[src/rtl/wdt_pkg.sv]
package wdt_pkg;
    localparam int WORD_W = 32;
    localparam int ADDR_W = 8;
    localparam int RATIO_W = 3;

    localparam logic [ADDR_W-1:0] OFS_CTRL  = 8'h00;
    localparam logic [ADDR_W-1:0] OFS_STAT  = 8'h04;
    localparam logic [ADDR_W-1:0] OFS_PRE   = 8'h1C;
    localparam logic [ADDR_W-1:0] OFS_WD    = 8'h34;
    localparam logic [ADDR_W-1:0] OFS_RSTEN = 8'h40;
    localparam logic [ADDR_W-1:0] OFS_RMASK = 8'h44;

    localparam int B_PRE_EN   = 2;
    localparam int B_WD_EN    = 8;
    localparam int B_REF_SEL  = 10;
    localparam int B_RATIO    = 16;
    localparam int B_ST_PRE   = 8;
    localparam int B_ST_WD    = 31;
    localparam int B_RST_ARM  = 8;
    localparam int B_RST_MASK = 10;

    localparam int N_CNT  = 2;
    localparam int IX_WD  = 0;
    localparam int IX_PRE = 1;

    typedef struct packed {
        logic [WORD_W-1:0] ctrl;
        logic              wd_flag;
        logic              pre_flag;
        logic [WORD_W-1:0] rst_arm;
        logic [WORD_W-1:0] rst_mask;
    } wdt_regs_t;
endpackage

[src/rtl/wdt_prescaler.sv]
module wdt_prescaler #(
    parameter int RATIO_W = 3
) (
    input  logic               clk,
    input  logic               rst_n,
    input  logic               clr,
    input  logic [RATIO_W-1:0] ratio,
    output logic               tick
);
    localparam int CNT_W = (1 << RATIO_W) - 1;

    logic [CNT_W-1:0] cnt_d, cnt_q;
    logic [CNT_W-1:0] sel_mask;

    always_comb begin
        sel_mask = (CNT_W'(1) << ratio) - CNT_W'(1);
        tick     = (cnt_q & sel_mask) == sel_mask;
        cnt_d    = clr ? '0 : cnt_q + CNT_W'(1);
    end

    always_ff @(posedge clk or negedge rst_n) begin
        if (!rst_n) cnt_q <= '0;
        else        cnt_q <= cnt_d;
    end

    // with a divide ratio above one, ticks never come back to back
    a_r5_tick_spacing: assert property (@(posedge clk) disable iff (!rst_n)
        (tick && ratio != '0 && !clr) |=> !tick);
endmodule

[src/rtl/wdt_downcnt.sv]
module wdt_downcnt #(
    parameter int W = 32
) (
    input  logic         clk,
    input  logic         rst_n,
    input  logic         en,
    input  logic         tick,
    input  logic         load,
    input  logic [W-1:0] load_val,
    output logic [W-1:0] value,
    output logic         expire
);
    logic [W-1:0] val_d, val_q;

    always_comb begin
        val_d = val_q;
        if (load)                          val_d = load_val;
        else if (en && tick && val_q != '0) val_d = val_q - W'(1);
        expire = en && tick && !load && (val_q <= W'(1));
        value  = val_q;
    end

    always_ff @(posedge clk or negedge rst_n) begin
        if (!rst_n) val_q <= '1;
        else        val_q <= val_d;
    end

    // once at zero, only a load moves the counter
    a_r4_hold_zero: assert property (@(posedge clk) disable iff (!rst_n)
        (val_q == '0 && !load) |=> val_q == '0);
    // a disabled counter keeps its value
    a_r3_disabled_stable: assert property (@(posedge clk) disable iff (!rst_n)
        (!en && !load) |=> $stable(val_q));
    // one step down per enabled tick
    a_r3_single_step: assert property (@(posedge clk) disable iff (!rst_n)
        (en && tick && !load && val_q != '0) |=> val_q == $past(val_q) - W'(1));
    // a load wins over a decrement
    a_r10_load_wins: assert property (@(posedge clk) disable iff (!rst_n)
        load |=> val_q == $past(load_val));
endmodule

[src/rtl/wdt_pretimer.sv]
module wdt_pretimer
    import wdt_pkg::*;
(
    input  logic              clk,
    input  logic              rst_n,
    input  logic              ref_tick,
    input  logic              reg_wr,
    input  logic [ADDR_W-1:0] reg_addr,
    input  logic [WORD_W-1:0] reg_wdata,
    output logic [WORD_W-1:0] reg_rdata,
    output logic              pre_irq,
    output logic              wd_irq,
    output logic              rst_req
);
    localparam wdt_regs_t REGS_RST = '{
        ctrl:     '0,
        wd_flag:  1'b0,
        pre_flag: 1'b0,
        rst_arm:  '0,
        rst_mask: WORD_W'(1) << B_RST_MASK
    };

    wdt_regs_t regs_d, regs_q;

    logic              presc_tick, presc_clr, cnt_tick;
    logic [N_CNT-1:0]  cnt_en, cnt_load, cnt_exp;
    logic [WORD_W-1:0] cnt_val [N_CNT];
    logic [ADDR_W-1:0] cnt_ofs [N_CNT];

    assign cnt_ofs[IX_WD]  = OFS_WD;
    assign cnt_ofs[IX_PRE] = OFS_PRE;
    assign cnt_en[IX_WD]   = regs_q.ctrl[B_WD_EN];
    assign cnt_en[IX_PRE]  = regs_q.ctrl[B_PRE_EN];

    assign presc_clr = reg_wr && reg_addr == OFS_CTRL;
    assign cnt_tick  = regs_q.ctrl[B_REF_SEL] ? ref_tick : presc_tick;

    wdt_prescaler #(.RATIO_W(RATIO_W)) u_presc (
        .clk   (clk),
        .rst_n (rst_n),
        .clr   (presc_clr),
        .ratio (regs_q.ctrl[B_RATIO +: RATIO_W]),
        .tick  (presc_tick)
    );

    for (genvar gi = 0; gi < N_CNT; gi++) begin : g_cnt
        assign cnt_load[gi] = reg_wr && reg_addr == cnt_ofs[gi];
        wdt_downcnt #(.W(WORD_W)) u_cnt (
            .clk      (clk),
            .rst_n    (rst_n),
            .en       (cnt_en[gi]),
            .tick     (cnt_tick),
            .load     (cnt_load[gi]),
            .load_val (reg_wdata),
            .value    (cnt_val[gi]),
            .expire   (cnt_exp[gi])
        );
    end

    always_comb begin
        regs_d = regs_q;
        if (reg_wr) begin
            case (reg_addr)
                OFS_CTRL:  regs_d.ctrl     = reg_wdata;
                OFS_RSTEN: regs_d.rst_arm  = reg_wdata;
                OFS_RMASK: regs_d.rst_mask = reg_wdata;
                OFS_STAT: begin
                    regs_d.wd_flag  = regs_q.wd_flag  & reg_wdata[B_ST_WD];
                    regs_d.pre_flag = regs_q.pre_flag & reg_wdata[B_ST_PRE];
                end
                default: ;
            endcase
        end
        if (cnt_exp[IX_WD])  regs_d.wd_flag  = 1'b1;
        if (cnt_exp[IX_PRE]) regs_d.pre_flag = 1'b1;

        reg_rdata = '0;
        case (reg_addr)
            OFS_CTRL:  reg_rdata = regs_q.ctrl;
            OFS_STAT: begin
                reg_rdata[B_ST_WD]  = regs_q.wd_flag;
                reg_rdata[B_ST_PRE] = regs_q.pre_flag;
            end
            OFS_PRE:   reg_rdata = cnt_val[IX_PRE];
            OFS_WD:    reg_rdata = cnt_val[IX_WD];
            OFS_RSTEN: reg_rdata = regs_q.rst_arm;
            OFS_RMASK: reg_rdata = regs_q.rst_mask;
            default:   reg_rdata = '0;
        endcase

        pre_irq = regs_q.pre_flag && regs_q.ctrl[B_PRE_EN];
        wd_irq  = regs_q.wd_flag;
        rst_req = regs_q.wd_flag && regs_q.rst_arm[B_RST_ARM]
                  && !regs_q.rst_mask[B_RST_MASK] && regs_q.ctrl[B_WD_EN];
    end

    always_ff @(posedge clk or negedge rst_n) begin
        if (!rst_n) regs_q <= REGS_RST;
        else        regs_q <= regs_d;
    end

    // the expired flag falls only on a status write with bit 31 at zero
    a_r7_sticky_wd: assert property (@(posedge clk) disable iff (!rst_n)
        (regs_q.wd_flag && !(reg_wr && reg_addr == OFS_STAT && !reg_wdata[B_ST_WD]))
        |=> regs_q.wd_flag);
    // the same holds for the pretimeout flag and bit 8
    a_r7_sticky_pre: assert property (@(posedge clk) disable iff (!rst_n)
        (regs_q.pre_flag && !(reg_wr && reg_addr == OFS_STAT && !reg_wdata[B_ST_PRE]))
        |=> regs_q.pre_flag);
    // expiry is only recorded when the watchdog count was at one or zero
    a_r4_expiry_source: assert property (@(posedge clk) disable iff (!rst_n)
        $rose(regs_q.wd_flag) |-> $past(cnt_val[IX_WD]) <= WORD_W'(1));
    // no reset request while the counter is disabled
    a_r9_needs_enable: assert property (@(posedge clk) disable iff (!rst_n)
        rst_req |-> cnt_en[IX_WD]);
endmodule

[config.mk]
export PLATFORM = sky130hd
export DESIGN_NAME = wdt_pretimer
export DESIGN_NICKNAME = d
export VERILOG_FILES = /design/src/rtl/wdt_pkg.sv /design/src/rtl/wdt_prescaler.sv /design/src/rtl/wdt_downcnt.sv /design/src/rtl/wdt_pretimer.sv
export SDC_FILE = /design/constraint.sdc
export NUM_CORES = 1
export LEC_CHECK = 0
export BUFFER_PORTS_ARGS = -buffer_cell sky130_fd_sc_hd__buf_2
export CELL_PAD_IN_SITES_DETAIL_PLACEMENT = 0
export CELL_PAD_IN_SITES_GLOBAL_PLACEMENT = 1
export CORE_AREA = 8 8 174 143
export DETAILED_ROUTE_END_ITERATION = 12
export DIE_AREA = 0 0 182 151
export PLACE_DENSITY = 0.75
export SETUP_SLACK_MARGIN = 0.05
export SYNTH_ARGS = -nofsm -noshare
export SYNTH_HDL_FRONTEND = slang
export SYNTH_HIERARCHICAL = 1
export SYNTH_SLANG_ARGS = --single-unit
[constraint.sdc]
create_clock -name clk -period 2.17 [get_ports clk]
set_clock_uncertainty 0.05 [all_clocks]
set_input_delay 0.3255 -clock clk [delete_from_list [all_inputs] [get_ports clk]]
set_output_delay 0.3255 -clock clk [all_outputs]
set_load 0.1 [all_outputs]
# Word level (Yosys, flattened, before mapping)
# Cells that the tools add are included.
# op_classes
addsub	4
magnitude_cmp	2
eq_ne	6
shift	1
mux	16
bitwise	3
n_reduce_logical	32
# ops
operator	count
32-bit 2-to-1 mux	6
22-bit case mux with 5 select lines	1
66-bit 2-to-1 mux	1
32-bit by 1-bit <= comparator with 1-bit output, second input constant	2
32-bit nonzero test	2
32-bit by 1-bit subtractor with 32-bit output, second input constant	2
8-bit case mux with 5 select lines	1
8-bit by 7-bit equality test with 1-bit output, second input constant	2
1-bit logical AND	15
1-bit case mux with 6 select lines	2
2-bit nonzero test	6
2-bit AND reduction	5
8-bit by 3-bit equality test with 1-bit output, second input constant	1
8-bit by 5-bit equality test with 1-bit output, second input constant	1
8-bit by 6-bit equality test with 1-bit output, second input constant	1
8-bit logical NOT	1
7-bit by 1-bit adder with 7-bit output, second input constant	1
7-bit bitwise AND	1
7-bit equality test	1
7-bit 2-to-1 mux	1
1-bit by 3-bit << shifter with 7-bit output, first input constant	1
7-bit by 2-bit subtractor with 7-bit output, second input constant	1
1-bit logical NOT	3
1-bit 2-to-1 mux	3
other kinds (2)	3
# word_totals
reg_bits	169
in_bits	44
out_inout_bits	35

# Logic depth before layout (Yosys ltp)
# depth
depth_word	10
mapped_depth	11
depth_no_buf	10

# By module
# Netlist, hierarchy kept.
# modules_own_cells
module	n_inst	cells_per_inst	area_per_inst_um2	seq_area_each_um2
wdt_pretimer	1	368	4931.0	2453.6
wdt_downcnt	2	218	1995.7	840.8
wdt_prescaler	1	39	356.6	175.2

# Worst setup path after synthesis
# No wires, ideal clock.
# synth_timing
path_type	input to output
startpoint	in reg_addr[5]
endpoint	out reg_rdata[12]
t_arrival_ns	3.581
path_slack_ns	-1.786
path_stages	5
cell_sequence	buf_2 nor4bb_1 clkbuf_1 a22oi_1 o21ai_0
# synth_between
elab_chain_cells	2
word_cells_on_any_way	6
# synth_rtl
item	line_no	text
start: declaration	wdt_pretimer.sv:8	input logic [ADDR_W-1:0] reg_addr,
8-bit by 7-bit equality test with 1-bit output (tied with other cells)	wdt_pretimer.sv:78	case (reg_addr)
22-bit case mux with 5 select lines *	wdt_pretimer.sv:78	
end: declaration	wdt_pretimer.sv:10	output logic [WORD_W-1:0] reg_rdata,
# Every way passes the cells marked *; elsewhere a longest branch is shown, timed or not.

# Worst setup path in the final report
# layout_timing
startpoint	reg g_cnt[1].u_cnt.val_q[17]
endpoint	reg g_cnt[1].u_cnt.val_q[29]
# layout_between
elab_chain_cells	3
word_cells_on_any_way	6
# layout_rtl
item	line_no	text
start: declaration	wdt_downcnt.sv:13	logic [W-1:0] val_d, val_q;
start signal: assignment	wdt_downcnt.sv:25	else val_q <= val_d;
32-bit by 1-bit subtractor with 32-bit output / 32-bit nonzero test (equally long branches)	wdt_downcnt.sv:18	else if (en && tick && val_q != '0) val_d = val_q - W'(1);
32-bit 2-to-1 mux / 1-bit logical AND (equally long branches)	wdt_downcnt.sv:18	
32-bit 2-to-1 mux / 2-bit nonzero test (equally long branches)	n/a	
# Several ways; a longest one is shown, not always the timed one. The select of a mux whose other input is x is not followed.
# A chain may end at the register's enable or synchronous reset.

==> results.cfg <==
[outcome]
status = finished with violations
violations = negative setup slack

[clock_network]
cts_tree = yes
clock_latency_ns = 0.43
clkSlewWorstSetupHoldPaths_ns = 0.07
clockBufferDepth = 2
clock_sinks = 169
cts_made_buffers = 17
cts-root-buf = clkbuf_16
htree_num_levels = 4

[sta]
hold_viol_final = 0
max_freq_mhz = 391
worst_slew_pin_slew_ns = 0.751
fin_crit_sh = 1.18
worst_slack_ns = -0.390
finalMaxSlewViolations = 0
rsz0062_at_grt = yes
relSlewSlack = 0.494
setup_violations = 97
period_needed_ns = 2.56
fin_hold_ws_ns = 0.125

[global_routing]
grtUsageTotal = 0.257
grt_overflow = 0
grt_max_degree = 56
first_global_vias = 9089
antenna_found_initial = 2
grt_pass1_wl_mm = 54.1

[die]
dieWidth_um = 182
die_h_um = 151
core-area_mm2 = 0.0221
rows = 49
initial_core_util = 0.420
dieArea_mm2 = 0.0275
ios = 79

[routing]
drtIter0Drc = 963
viasPerCell = 6.16
route.detailed.drc = 0
vias = 8944
ant_nets = 0
totalWireLength_mm = 36.9
drt_first_pass_iters = 8
wire_per_inst_um = 25.4

[power]
peakVddDrop_mv = 0.606
power.total_w = 0.0147
powerDensity_mw_per_mm2 = 988
p_leak_nw = 6.38

[hold_path]
hold_path.class = in2reg

[logic_synthesis]
yosys_warnings = 6
ys_types = 62
synth_cells = 843
avgSynthCellArea_um2 = 11.0
async_flop_share = 1.00
syn-cell-area_mm2 = 0.00928
ys_ff_latch = 169
syn_nets = 892
synth_edf_count = 0
ys_seq_area_frac = 0.465
ys.flop_type = dfrtp_1

[setup_path]
crit_chain = or4_4, or3_4, nor4_4, nand4_1, or3_1, a31oi_1
crit_slowest_cell = or4_4
setup.worst_path.start_class = flip-flop
max_stage_delay_ns = 0.53
crit_fanout = 3
crit_arrival_ns = 2.87
critPathCaptureType = flip-flop
crit_family = simple AND/OR/NAND/NOR gates
worstSetupPathType = reg2reg
cp.required_ns = 2.48
path_buf_inv = 0

[run]
maxCapViolCount = 0

[placed_design]
gp_congestion = 0.920
port_buffers = 78
dp_hpwl_mm = 24.2

[layout]
fillers = 1481
nets = 1206
syn2layout_area_growth_pct = 60.3
multi_input_area_mm2 = 0.00618
seq_area_mm2 = 0.00431
drive_gt1_frac = 0.627
[flip-flops by register name, indices dropped and copies added, names as in the netlist]
name,flops
wd_irq,1
cnt_en,2
g_cnt.u_cnt/value,64
u_presc/cnt_q,7
regs_q,95
[metal layers]
metal  routed length, µm  global-route usage  vias up
li1                    -                   -     3819
met1               15200               0.335     4572
met2               17200               0.402      454
met3                3420              0.0796       97
met4                1070              0.0867        2
met5                  13                   0        -
[logic make-up after synthesis]
family,share of synthesized area
AND/OR/NAND/NOR,0.165
flip-flops,0.465
AO/OA/AOI/OAI,0.126
multiplexers,0.154
XOR/XNOR,0.0547
buffers and inverters,0.0283
adder cells (fa/ha/maj),0.00674
[power breakdown]
group / switching (W) / internal (W) / total (W)
registers: 0.000507 / 0.00403 / 0.00454
clock network: 0.00127 / 0.00161 / 0.00288
logic: 0.00379 / 0.00349 / 0.00728
[worst min-delay path: stages]
cell,delay (ns)
buf_2,0.15
nand2_1,0.07
o21ai_1,0.05
[synth_stat cells (all sizes together), types with 4 or more instances]
master	count	area (µm²)
mux2	113	1380
dfrtp	104	2600
nand2	67	259
dfstp	65	1710
o21ai	54	270
nor2	40	150
nor4	35	249
nand3	32	165
a22oi	30	225
clkbuf	30	113
xnor2	30	263
xor2	28	245
nor3	26	151
a221o	19	190
o2bb2ai	18	158
or3	18	113
buf	17	109
a31oi	11	68.8
inv	11	41.3
nand4	11	81.3
or4	9	78.8
nor4b	7	76.3
a222oi	6	60.1
a21oi	5	25.0
and2	5	31.3
ha	5	62.6
mux2i	5	50.1
a21o	4	30.0
o22ai	4	25.0
o41ai	4	35.0
[cell usage in the layout (no fill, tap or decap), types with 8 or more instances in the layout]
cell,n
nand4_1,9
nor4_4,15
dfrtp_1,104
buf_2,41
nor4_1,12
a31oi_1,10
mux2_2,71
o21ai_1,42
mux2_4,41
xnor2_1,26
nand3_2,19
nor2_1,36
buf_6,54
or3_1,12
nand3_1,12
buf_12,52
nor3_1,15
buf_8,9
buf_4,180
clkbuf_16,19
nand2_1,55
dfstp_2,65
nor4_2,8
a221o_4,19
a22oi_2,22
a22oi_1,8
o2bb2ai_1,12
xor2_1,28
[layout make-up]
type / count / area share
antenna: 1 / 0.000168
sequential: 169 / 0.290
timing repair buffer: 341 / 0.232
clock buffer: 25 / 0.0313
tap: 280 / 0.0235
clock inverter: 7 / 0.00463
multi-input combinational: 617 / 0.416
inverter: 11 / 0.00278
[final timing paths]
check | slack (ns) | start | endpoint | depth (start not counted)
setup / recovery | -0.39 | g_cnt[1].u_cnt/value[17] | g_cnt[1].u_cnt/value[29] | 6
hold / removal | 0.13 | reg_wdata[0] | g_cnt[1].u_cnt/value[0] | 3
setup reg to reg | -0.39 | g_cnt[1].u_cnt/value[17] | g_cnt[1].u_cnt/value[29] | 6
hold reg to reg | 0.44 | regs_q[34] | regs_q[34] | 1
max in group asynchronous | 0.95 | rst_n | g_cnt[1].u_cnt/value[3] | 3
min in group asynchronous | 0.40 | rst_n | regs_q[6] | 2
[stage by stage]
| stage | setup TNS, ns | cell area, µm² | instances | setup slack [ns] | utilization |
|---|---|---|---|---|---|
| final | -14.99 | 14900 | 1451 | -0.390 | 0.674 |
| after floorplan | -7.14 | 9750 | 843 | -0.179 | - |
| after global routing | -20.74 | 14900 | 1451 | -0.458 | 0.674 |
| after CTS | -11.88 | 14300 | 1431 | -0.307 | 0.649 |
| after global placement | -20.19 | 12400 | 1360 | -0.306 | 0.563 |
| after detailed placement | -24.88 | 12400 | 1360 | -0.394 | 0.563 |
[what timing repair did]
action | 4_1_cts | 5_1_grt
setup endpoints to repair | 98 | 98
gates cloned | 7 | 2
endpoints found under the hold margin | 34 | 0
buffers inserted | 39 | 21
hold buffers | 1 | 0
pin swaps | 85 | 81
gates resized for setup | 228 | 82
No activity file was read; power rests on OpenSTA's default activity.
